### config.mk
export PLATFORM = sky130hd
export DESIGN_NAME = nvm_cmd_seq
export DESIGN_NICKNAME = d
export VERILOG_FILES = /design/src/rtl/nvm_seq_pkg.sv /design/src/rtl/nvm_clk_div.sv /design/src/rtl/nvm_phase_tmr.sv /design/src/rtl/nvm_cmd_buf.sv /design/src/rtl/nvm_seq_fsm.sv /design/src/rtl/nvm_cmd_seq.sv
export SDC_FILE = /design/constraint.sdc
export NUM_CORES = 1
export LEC_CHECK = 0
export CORE_MARGIN = 8
export CORE_UTILIZATION = 63
export DETAILED_ROUTE_END_ITERATION = 16
export DONT_BUFFER_PORTS = 1
export PLACE_DENSITY = 0.79
export SYNTH_ARGS = -nofsm -noshare
export SYNTH_HDL_FRONTEND = slang
export SYNTH_SLANG_ARGS = --single-unit
export TNS_END_PERCENT = 5
### constraint.sdc
create_clock -name clk -period 2.8 [get_ports clk]
set_input_delay 0.28 -clock clk [delete_from_list [all_inputs] [get_ports clk]]
set_output_delay 0.28 -clock clk [all_outputs]
set_load 0.02 [all_outputs]
### src/rtl/nvm_seq_pkg.sv
package nvm_seq_pkg;

    typedef enum logic [1:0] {
        OP_NONE = 2'd0,
        OP_PROG = 2'd1,
        OP_SECT = 2'd2,
        OP_MASS = 2'd3
    } nvm_op_e;

    typedef enum logic [2:0] {
        S_IDLE    = 3'd0,
        S_RAMP_UP = 3'd1,
        S_PROG    = 3'd2,
        S_ERASE   = 3'd3,
        S_RAMP_DN = 3'd4
    } seq_state_e;

    typedef struct packed {
        nvm_op_e op;
        logic    region;
    } req_kind_t;

endpackage

### src/rtl/nvm_clk_div.sv
module nvm_clk_div #(
    parameter int DIV_W = 6,
    parameter int PRE_W = 3
) (
    input  logic             clk,
    input  logic             rst_n,
    input  logic             wr,
    input  logic [7:0]       wdata,
    input  logic             restart,
    output logic             loaded,
    output logic             tick
);
    localparam logic [PRE_W-1:0] PRE_LAST = '1;

    logic             pre_sel;
    logic [DIV_W-1:0] div_val;
    logic [PRE_W-1:0] pre_cnt;
    logic [DIV_W-1:0] div_cnt;
    logic             pstep;

    always_ff @(posedge clk) begin
        if (!rst_n) begin
            loaded  <= 1'b0;
            pre_sel <= 1'b0;
            div_val <= '0;
        end else if (wr && !loaded) begin
            loaded  <= 1'b1;
            pre_sel <= wdata[6];
            div_val <= wdata[DIV_W-1:0];
        end
    end

    always_comb begin
        pstep = !pre_sel || (pre_cnt == PRE_LAST);
        tick  = loaded && pstep && (div_cnt == div_val);
    end

    always_ff @(posedge clk) begin
        if (!rst_n || restart) begin
            pre_cnt <= '0;
            div_cnt <= '0;
        end else if (loaded) begin
            pre_cnt <= pre_cnt + 1'b1;
            if (pstep) begin
                div_cnt <= tick ? '0 : div_cnt + 1'b1;
            end
        end
    end

endmodule

### src/rtl/nvm_phase_tmr.sv
module nvm_phase_tmr #(
    parameter int CW = 8
) (
    input  logic          clk,
    input  logic          rst_n,
    input  logic          restart,
    input  logic          tick,
    input  logic [CW-1:0] limit,
    output logic          done
);
    logic [CW-1:0] cnt;

    always_comb done = tick && (cnt == limit - 1'b1);

    always_ff @(posedge clk) begin
        if (!rst_n || restart) begin
            cnt <= '0;
        end else if (tick) begin
            cnt <= done ? '0 : cnt + 1'b1;
        end
    end

endmodule

### src/rtl/nvm_cmd_buf.sv
module nvm_cmd_buf
    import nvm_seq_pkg::*;
#(
    parameter int AW       = 16,
    parameter int DW       = 16,
    parameter int SECT_LG  = 9,
    parameter int DSECT_LG = 2
) (
    input  logic          clk,
    input  logic          rst_n,
    input  logic          in_valid,
    input  logic [1:0]    in_op,
    input  logic          in_region,
    input  logic [AW-1:0] in_addr,
    input  logic [DW-1:0] in_data,
    input  logic          div_loaded,
    input  logic          err_clr,
    input  logic          take,
    output logic          pend_valid,
    output req_kind_t     pend_kind,
    output logic [AW-1:0] pend_addr,
    output logic [DW-1:0] pend_data,
    output logic          access_err
);
    localparam logic [AW-1:0] MAIN_MASK = AW'((1 << SECT_LG) - 1);
    localparam logic [AW-1:0] DATA_MASK = AW'((1 << DSECT_LG) - 1);

    nvm_op_e       op_in;
    logic          accept;
    logic          bad;
    logic [AW-1:0] base;

    always_comb begin
        op_in  = nvm_op_e'(in_op);
        accept = in_valid && !pend_valid;
        bad    = !div_loaded || (op_in == OP_NONE) ||
                 ((op_in == OP_PROG) && in_addr[0]);
        unique case (op_in)
            OP_SECT: base = in_region ? (in_addr & ~DATA_MASK)
                                      : (in_addr & ~MAIN_MASK);
            OP_MASS: base = '0;
            default: base = in_addr;
        endcase
    end

    always_ff @(posedge clk) begin
        if (!rst_n) begin
            pend_valid <= 1'b0;
            pend_kind  <= '{op: OP_NONE, region: 1'b0};
            pend_addr  <= '0;
            pend_data  <= '0;
        end else begin
            if (take) begin
                pend_valid <= 1'b0;
            end
            if (accept && !bad) begin
                pend_valid <= 1'b1;
                pend_kind  <= '{op: op_in, region: in_region};
                pend_addr  <= base;
                pend_data  <= in_data;
            end
        end
    end

    always_ff @(posedge clk) begin
        if (!rst_n) begin
            access_err <= 1'b0;
        end else if (accept && bad) begin
            access_err <= 1'b1;
        end else if (err_clr) begin
            access_err <= 1'b0;
        end
    end

endmodule

### src/rtl/nvm_seq_fsm.sv
module nvm_seq_fsm
    import nvm_seq_pkg::*;
#(
    parameter int AW     = 16,
    parameter int DW     = 16,
    parameter int ROW_LG = 6,
    parameter int CW     = 8,
    parameter int T_RAMP = 3,
    parameter int T_PGM  = 4,
    parameter int T_ERS  = 10
) (
    input  logic          clk,
    input  logic          rst_n,
    input  logic          pend_valid,
    input  req_kind_t     pend_kind,
    input  logic [AW-1:0] pend_addr,
    input  logic [DW-1:0] pend_data,
    input  logic          tmr_done,
    output logic          take,
    output logic          tmr_restart,
    output logic [CW-1:0] tmr_limit,
    output logic          busy,
    output logic          hv_en,
    output logic          prog_en,
    output logic          erase_en,
    output logic          act_region,
    output logic [AW-1:0] act_addr,
    output logic [DW-1:0] act_data
);
    seq_state_e state_q, state_d;
    nvm_op_e    act_op;
    logic       chain_ok;
    logic       chain;

    always_comb begin
        chain_ok = pend_valid && (pend_kind.op == OP_PROG) &&
                   !pend_kind.region && !act_region &&
                   (pend_addr[AW-1:ROW_LG] == act_addr[AW-1:ROW_LG]);
    end

    // next state
    always_comb begin
        state_d = state_q;
        take    = 1'b0;
        chain   = 1'b0;
        unique case (state_q)
            S_IDLE: begin
                if (pend_valid) begin
                    state_d = S_RAMP_UP;
                    take    = 1'b1;
                end
            end
            S_RAMP_UP: begin
                if (tmr_done) begin
                    state_d = (act_op == OP_PROG) ? S_PROG : S_ERASE;
                end
            end
            S_PROG: begin
                if (tmr_done) begin
                    if (chain_ok) begin
                        take  = 1'b1;
                        chain = 1'b1;
                    end else begin
                        state_d = S_RAMP_DN;
                    end
                end
            end
            S_ERASE: begin
                if (tmr_done) state_d = S_RAMP_DN;
            end
            S_RAMP_DN: begin
                if (tmr_done) state_d = S_IDLE;
            end
            default: state_d = S_IDLE;
        endcase
        tmr_restart = (state_d != state_q) || chain;
    end

    // state register
    always_ff @(posedge clk) begin
        if (!rst_n) state_q <= S_IDLE;
        else        state_q <= state_d;
    end

    always_ff @(posedge clk) begin
        if (!rst_n) begin
            act_op     <= OP_NONE;
            act_region <= 1'b0;
            act_addr   <= '0;
            act_data   <= '0;
        end else if (take) begin
            act_op     <= pend_kind.op;
            act_region <= pend_kind.region;
            act_addr   <= pend_addr;
            act_data   <= pend_data;
        end
    end

    // outputs
    always_comb begin
        busy      = 1'b1;
        hv_en     = 1'b0;
        prog_en   = 1'b0;
        erase_en  = 1'b0;
        tmr_limit = CW'(T_RAMP);
        unique case (state_q)
            S_IDLE:    busy = 1'b0;
            S_RAMP_UP: hv_en = 1'b1;
            S_PROG: begin
                hv_en     = 1'b1;
                prog_en   = 1'b1;
                tmr_limit = CW'(T_PGM);
            end
            S_ERASE: begin
                hv_en     = 1'b1;
                erase_en  = 1'b1;
                tmr_limit = CW'(T_ERS);
            end
            S_RAMP_DN: tmr_limit = CW'(T_RAMP);
            default:   busy = 1'b0;
        endcase
    end

endmodule

### src/rtl/nvm_cmd_seq.sv
module nvm_cmd_seq
    import nvm_seq_pkg::*;
#(
    parameter int AW        = 16,
    parameter int DW        = 16,
    parameter bit LARGE_BLK = 1'b0,
    parameter int T_RAMP    = 3,
    parameter int T_PGM     = 4,
    parameter int T_ERS     = 10
) (
    input  logic          clk,
    input  logic          rst_n,
    input  logic          div_wr,
    input  logic [7:0]    div_wdata,
    output logic          div_loaded,
    input  logic          cmd_valid,
    input  logic [1:0]    cmd_op,
    input  logic          cmd_region,
    input  logic [AW-1:0] cmd_addr,
    input  logic [DW-1:0] cmd_data,
    input  logic          err_clr,
    output logic          buf_empty,
    output logic          all_done,
    output logic          access_err,
    output logic          hv_en,
    output logic          prog_en,
    output logic          erase_en,
    output logic          arr_region,
    output logic [AW-1:0] arr_addr,
    output logic [DW-1:0] arr_data
);
    localparam int SECT_LG  = LARGE_BLK ? 10 : 9;
    localparam int ROW_LG   = LARGE_BLK ? 7 : 6;
    localparam int DSECT_LG = 2;
    localparam int T_MAX    = (T_ERS > T_PGM) ? ((T_ERS > T_RAMP) ? T_ERS : T_RAMP)
                                              : ((T_PGM > T_RAMP) ? T_PGM : T_RAMP);
    localparam int CW       = $clog2(T_MAX + 1);

    logic          tick;
    logic          tmr_done;
    logic          tmr_restart;
    logic [CW-1:0] tmr_limit;
    logic          take;
    logic          busy;
    logic          pend_valid;
    req_kind_t     pend_kind;
    logic [AW-1:0] pend_addr;
    logic [DW-1:0] pend_data;

    nvm_clk_div #(.DIV_W(6), .PRE_W(3)) u_div (
        .clk     (clk),
        .rst_n   (rst_n),
        .wr      (div_wr),
        .wdata   (div_wdata),
        .restart (tmr_restart),
        .loaded  (div_loaded),
        .tick    (tick)
    );

    nvm_phase_tmr #(.CW(CW)) u_tmr (
        .clk     (clk),
        .rst_n   (rst_n),
        .restart (tmr_restart),
        .tick    (tick),
        .limit   (tmr_limit),
        .done    (tmr_done)
    );

    nvm_cmd_buf #(
        .AW(AW), .DW(DW), .SECT_LG(SECT_LG), .DSECT_LG(DSECT_LG)
    ) u_buf (
        .clk        (clk),
        .rst_n      (rst_n),
        .in_valid   (cmd_valid),
        .in_op      (cmd_op),
        .in_region  (cmd_region),
        .in_addr    (cmd_addr),
        .in_data    (cmd_data),
        .div_loaded (div_loaded),
        .err_clr    (err_clr),
        .take       (take),
        .pend_valid (pend_valid),
        .pend_kind  (pend_kind),
        .pend_addr  (pend_addr),
        .pend_data  (pend_data),
        .access_err (access_err)
    );

    nvm_seq_fsm #(
        .AW(AW), .DW(DW), .ROW_LG(ROW_LG), .CW(CW),
        .T_RAMP(T_RAMP), .T_PGM(T_PGM), .T_ERS(T_ERS)
    ) u_fsm (
        .clk         (clk),
        .rst_n       (rst_n),
        .pend_valid  (pend_valid),
        .pend_kind   (pend_kind),
        .pend_addr   (pend_addr),
        .pend_data   (pend_data),
        .tmr_done    (tmr_done),
        .take        (take),
        .tmr_restart (tmr_restart),
        .tmr_limit   (tmr_limit),
        .busy        (busy),
        .hv_en       (hv_en),
        .prog_en     (prog_en),
        .erase_en    (erase_en),
        .act_region  (arr_region),
        .act_addr    (arr_addr),
        .act_data    (arr_data)
    );

    always_comb begin
        buf_empty = !pend_valid;
        all_done  = !busy && !pend_valid;
    end

endmodule

==> impl_results.md <==
* Run status: completed
* CP cell instances: and3b_2 -> mux2i_1 -> nor3_4 -> a32oi_1 -> nor3_4 -> buf_12 -> mux2i_1
* Die area at between 0.009 and 0.01 mm²
* Clock-pin slew reported for the worst setup and hold paths after clock tree synthesis at 0.09 ns
* Post-layout minimum cycle time at between 2 and 2.5 ns
* Fmax at between 400 and 500 MHz
* Most frequent cell after synthesis: nand2_1
* Maximum buffer depth of the clock tree at 2
* Die Ht at 97.29 µm
* Worst path slowest cell: dfxtp_1
* Worst min path class: primary input to flip-flop
* Worst setup path class: flip-flop to flip-flop
* Number of distinct standard cells referenced by the synthesized netlist at 39
* Hold Path Stages at 1
* Cell class contributing the biggest share of worst-path delay: simple AND/OR/NAND/NOR gates
* Placer's final routability congestion estimate at around 0.78
* Wire length per cell at 16.15 µm
* Least setup slack across all paths after layout at approximately 0.45 ns
* Max_cap viols at 0
* Syn nets at 520
* Biggest area contributors in the synthesized netlist: dfxtp_1 (46%), nand2_1 (12%), mux2i_1 (11%), a21boi_0 (6.1%), xnor2_1 (2.9%)
* Cell leakage power at around 1.4 nW
* Total negative setup slack at 0 ns
* Antenna violations before repair at 0
* Combined buffer and inverter count along the critical path at 1
* Dpl cells at 521
* Endpoint required time on the critical path at 3.06 ns
* Final hold vios at 0
* H-tree level count at 3
* Internal Dissipation at around 0.0018 W
* Placement Rows at 29
* Total number of vias at around 3000
* Warning count from the yosys run at 0
* Critical Path End Type: flip-flop
* Synthesis-to-layout area growth at 3.547%
* Final cell count without fillers at 537
* Diodes inserted at 0
* Global-route wire length before repair at 14120 µm
* Drc violations at 0
* Place WS at 0.4738 ns
* Final Util at roughly two thirds
* Core box area at roughly 0.0064 mm²
* Number of violations reported at the end of detailed-routing iteration 0 at 170
* Highest fanout seen on the critical path at 36
* Design area at between 0.004 and 0.005 mm²
* Number of detailed-route iterations in the first pass at 4
* ANT nets after route at 0
* Number of buffers added to fix hold violations after cts at 0
* RSZ-0062 raised after global routing: false
* Final critical-path share of the clock period at 83.90%
* Reg2Reg Capture Point: u_fsm.act_addr[14]$_SDFFE_PN0P_
* Combinational group share of total power at about 7.3%
* Startpoint of the worst register-to-register path: u_fsm.state_q[2]$_SDFF_PN0_
* Routed via count divided by cell count at between 5 and 6
* Number of port buffers at 0
* Overall routed net length at around 8700 µm
* Number of inserted filler cells in the final layout at roughly 550
* Overall routing resource usage at between 10% and 20%
* Launch instance of the worst min-delay path: div_wr
* Number of enable-type register cells in the synthesized netlist at 0
* Tightest Pin Transition at about 0.76 ns
* Power per standard cell area at approximately 560 mW/mm²
* Placed cell area at between 0.004 and 0.005 mm²
* Number of storage elements in the synthesis netlist at 96
* Largest net degree at the start of global routing at 120
* Max stage delay on crit path at 0.54 ns
* Final slew viol count at 0
* Clock Root Buffer: clkbuf_8
* Yosys top cell area share at a little under half
* Resized Gates After CTS at 0
* Clock latency on the worst-skew pair at 0.34 ns
* Length in cells of the worst reg-to-reg path at 7
* Final Setup Violations at 0
* Min-Delay Endpoint: u_div.loaded$_SDFFE_PN0P_
* Total clock buffers created by CTS at 9
* # Post-CTS Setup Buffers at 0
* DP HPWL at between 6000 and 7000 µm
* Ratio of cells with drive above 1 in the final layout at 5.217%
* CP startpoint kind: flip-flop
* Rel. slew slack at ~49%
* Net count, final at roughly 510
* Synthesized netlist cell count at 468
* Fraction of power consumed by the clock network at around 33%
* Mean instance size in the synthesized netlist at slightly below 9 µm²
* Sequential element share of the synthesized area at between 40% and 50%
* Floorplan die width at 97.29 µm
* Switching Power at 0.0005799 W
* Top_reg_cell synth: dfxtp_1
* Leftover overflow at the end of global routing at 0
* Number of global-route vias before repair at between 2000 and 3000
* Asr flop ratio synth at 0%
* Number of top-level pins at 88
* Clock Sinks at 96
* Top post-synthesis cells by count: nand2_1 (133), dfxtp_1 (96), mux2i_1 (45), a21boi_0 (34), clkbuf_1 (20)
* Synth area leader: dfxtp_1
* Flop-to-flop setup slack at between 0.4 and 0.5 ns
* Starting density of the core at 65.18%
* Sequential Power Share at roughly three fifths
* Max Clock Skew at around 0.0084 ns
* TritonCTS clock tree: yes
* Worst IR drop on VDD at about 0.00039 V
* Netlist area before placement at 0.004163 mm²
* Crit path DAT at 2.61 ns
* Switching fraction of total power at roughly a quarter
==> sequential cells by signal, summed over array words and instances, names as in the netlist, 2 cells and up <==
signal,count
u_buf.pend_addr,16
u_buf.pend_data,16
u_buf.pend_kind,3
u_div.div_cnt,6
u_div.div_val,6
u_div.pre_cnt,3
u_fsm.act_addr,16
u_fsm.act_data,16
u_fsm.act_op,2
u_fsm.state_q,3
u_tmr.cnt,4
==> final cells by class <==
cell class	count	area (µm²)	area share [%]
sequential	96	1922	44.59
clock inverter	3	17.52	0.4064
tap	77	96.34	2.235
multi-input combinational	337	2053	47.63
clock buffer	13	148.9	3.454
timing repair buffer	5	50.05	1.161
inverter	6	22.52	0.5225
==> worst reg2reg max path, stage by stage (launching register included) <==
cell,delay [ns]
dfxtp_1,0.54
and3b_2,0.32
mux2i_1,0.17
nor3_4,0.33
a32oi_1,0.20
nor3_4,0.18
buf_12,0.29
mux2i_1,0.25
==> cell families (layout without fill, tap and decap cells) <==
kind of cell               after synthesis  in the layout  share of synthesized area [%]
xor gates and xnor gates                22             22                          4.629
AOI/OAI and AO/OA                       61             61                          10.13
buffers and inverters                   35             27                          4.809
muxes                                   45             45                          10.82
adders and majority gates                4              4                          1.202
and+or+nand+nor                        205            205                          22.24
DFF                                     96             96                          46.17
==> per-stage QoR <==
step / total power (W) / hold slack [ns]
after floorplan: 0.001628 / 0.3902
after global placement: 0.001632 / 0.3961
after detailed placement: 0.001638 / 0.3956
after CTS: 0.002418 / 0.03475
after global routing: 0.002501 / 0.04340
final: 0.002399 / 0.04418
==> power by group through the flow <==
stage | logic, W | registers [W] | clock network [W]
floorplan | 0.000176 | 0.00145 | 0
global placement | 0.000171 | 0.00146 | 0
detailed placement | 0.000175 | 0.00146 | 0
CTS | 0.000176 | 0.00143 | 0.000812
global route | 0.000196 | 0.00144 | 0.000869
finish | 0.000174 | 0.00143 | 0.000794
==> placed cells by master (no fill, tap or decap), types with 3 or more instances in the layout <==
| master | instances |
|---|---|
| nand2_1 | 133 |
| ha_1 | 4 |
| xor2_1 | 8 |
| a21boi_0 | 34 |
| nand3b_1 | 3 |
| clkbuf_1 | 3 |
| o21ai_0 | 6 |
| clkbuf_8 | 10 |
| nor2b_1 | 11 |
| nand4_1 | 8 |
| xnor2_1 | 14 |
| inv_1 | 6 |
| dfxtp_1 | 96 |
| nor3_1 | 3 |
| buf_4 | 4 |
| nor2_1 | 17 |
| mux2i_1 | 45 |
| a21oi_1 | 10 |
| o21a_1 | 3 |
| nand3_1 | 15 |
==> worst max path at each step <==
stage                                                 end  cells past startpoint                          start
final                     u_fsm.act_addr[14]$_SDFFE_PN0P_                      7    u_fsm.state_q[2]$_SDFF_PN0_
after global routing       u_fsm.act_addr[4]$_SDFFE_PN0P_                      7  u_buf.pend_valid$_SDFFE_PN0P_
after CTS                 u_fsm.act_addr[14]$_SDFFE_PN0P_                      7    u_fsm.state_q[2]$_SDFF_PN0_
after detailed placement  u_fsm.act_data[12]$_SDFFE_PN0P_                      7    u_fsm.state_q[2]$_SDFF_PN0_
after global placement     u_fsm.act_data[7]$_SDFFE_PN0P_                      7    u_fsm.state_q[2]$_SDFF_PN0_
after floorplan           u_fsm.act_addr[10]$_SDFFE_PN0P_                      9      u_div.loaded$_SDFFE_PN0P_
==> layer usage <==
layer	global-route usage, %	routed length, µm
met2	29.53	4186
met1	19.79	3623
met3	6.543	649
met5	0	0
met4	8.508	212
Power figures use the tool's default switching activity.
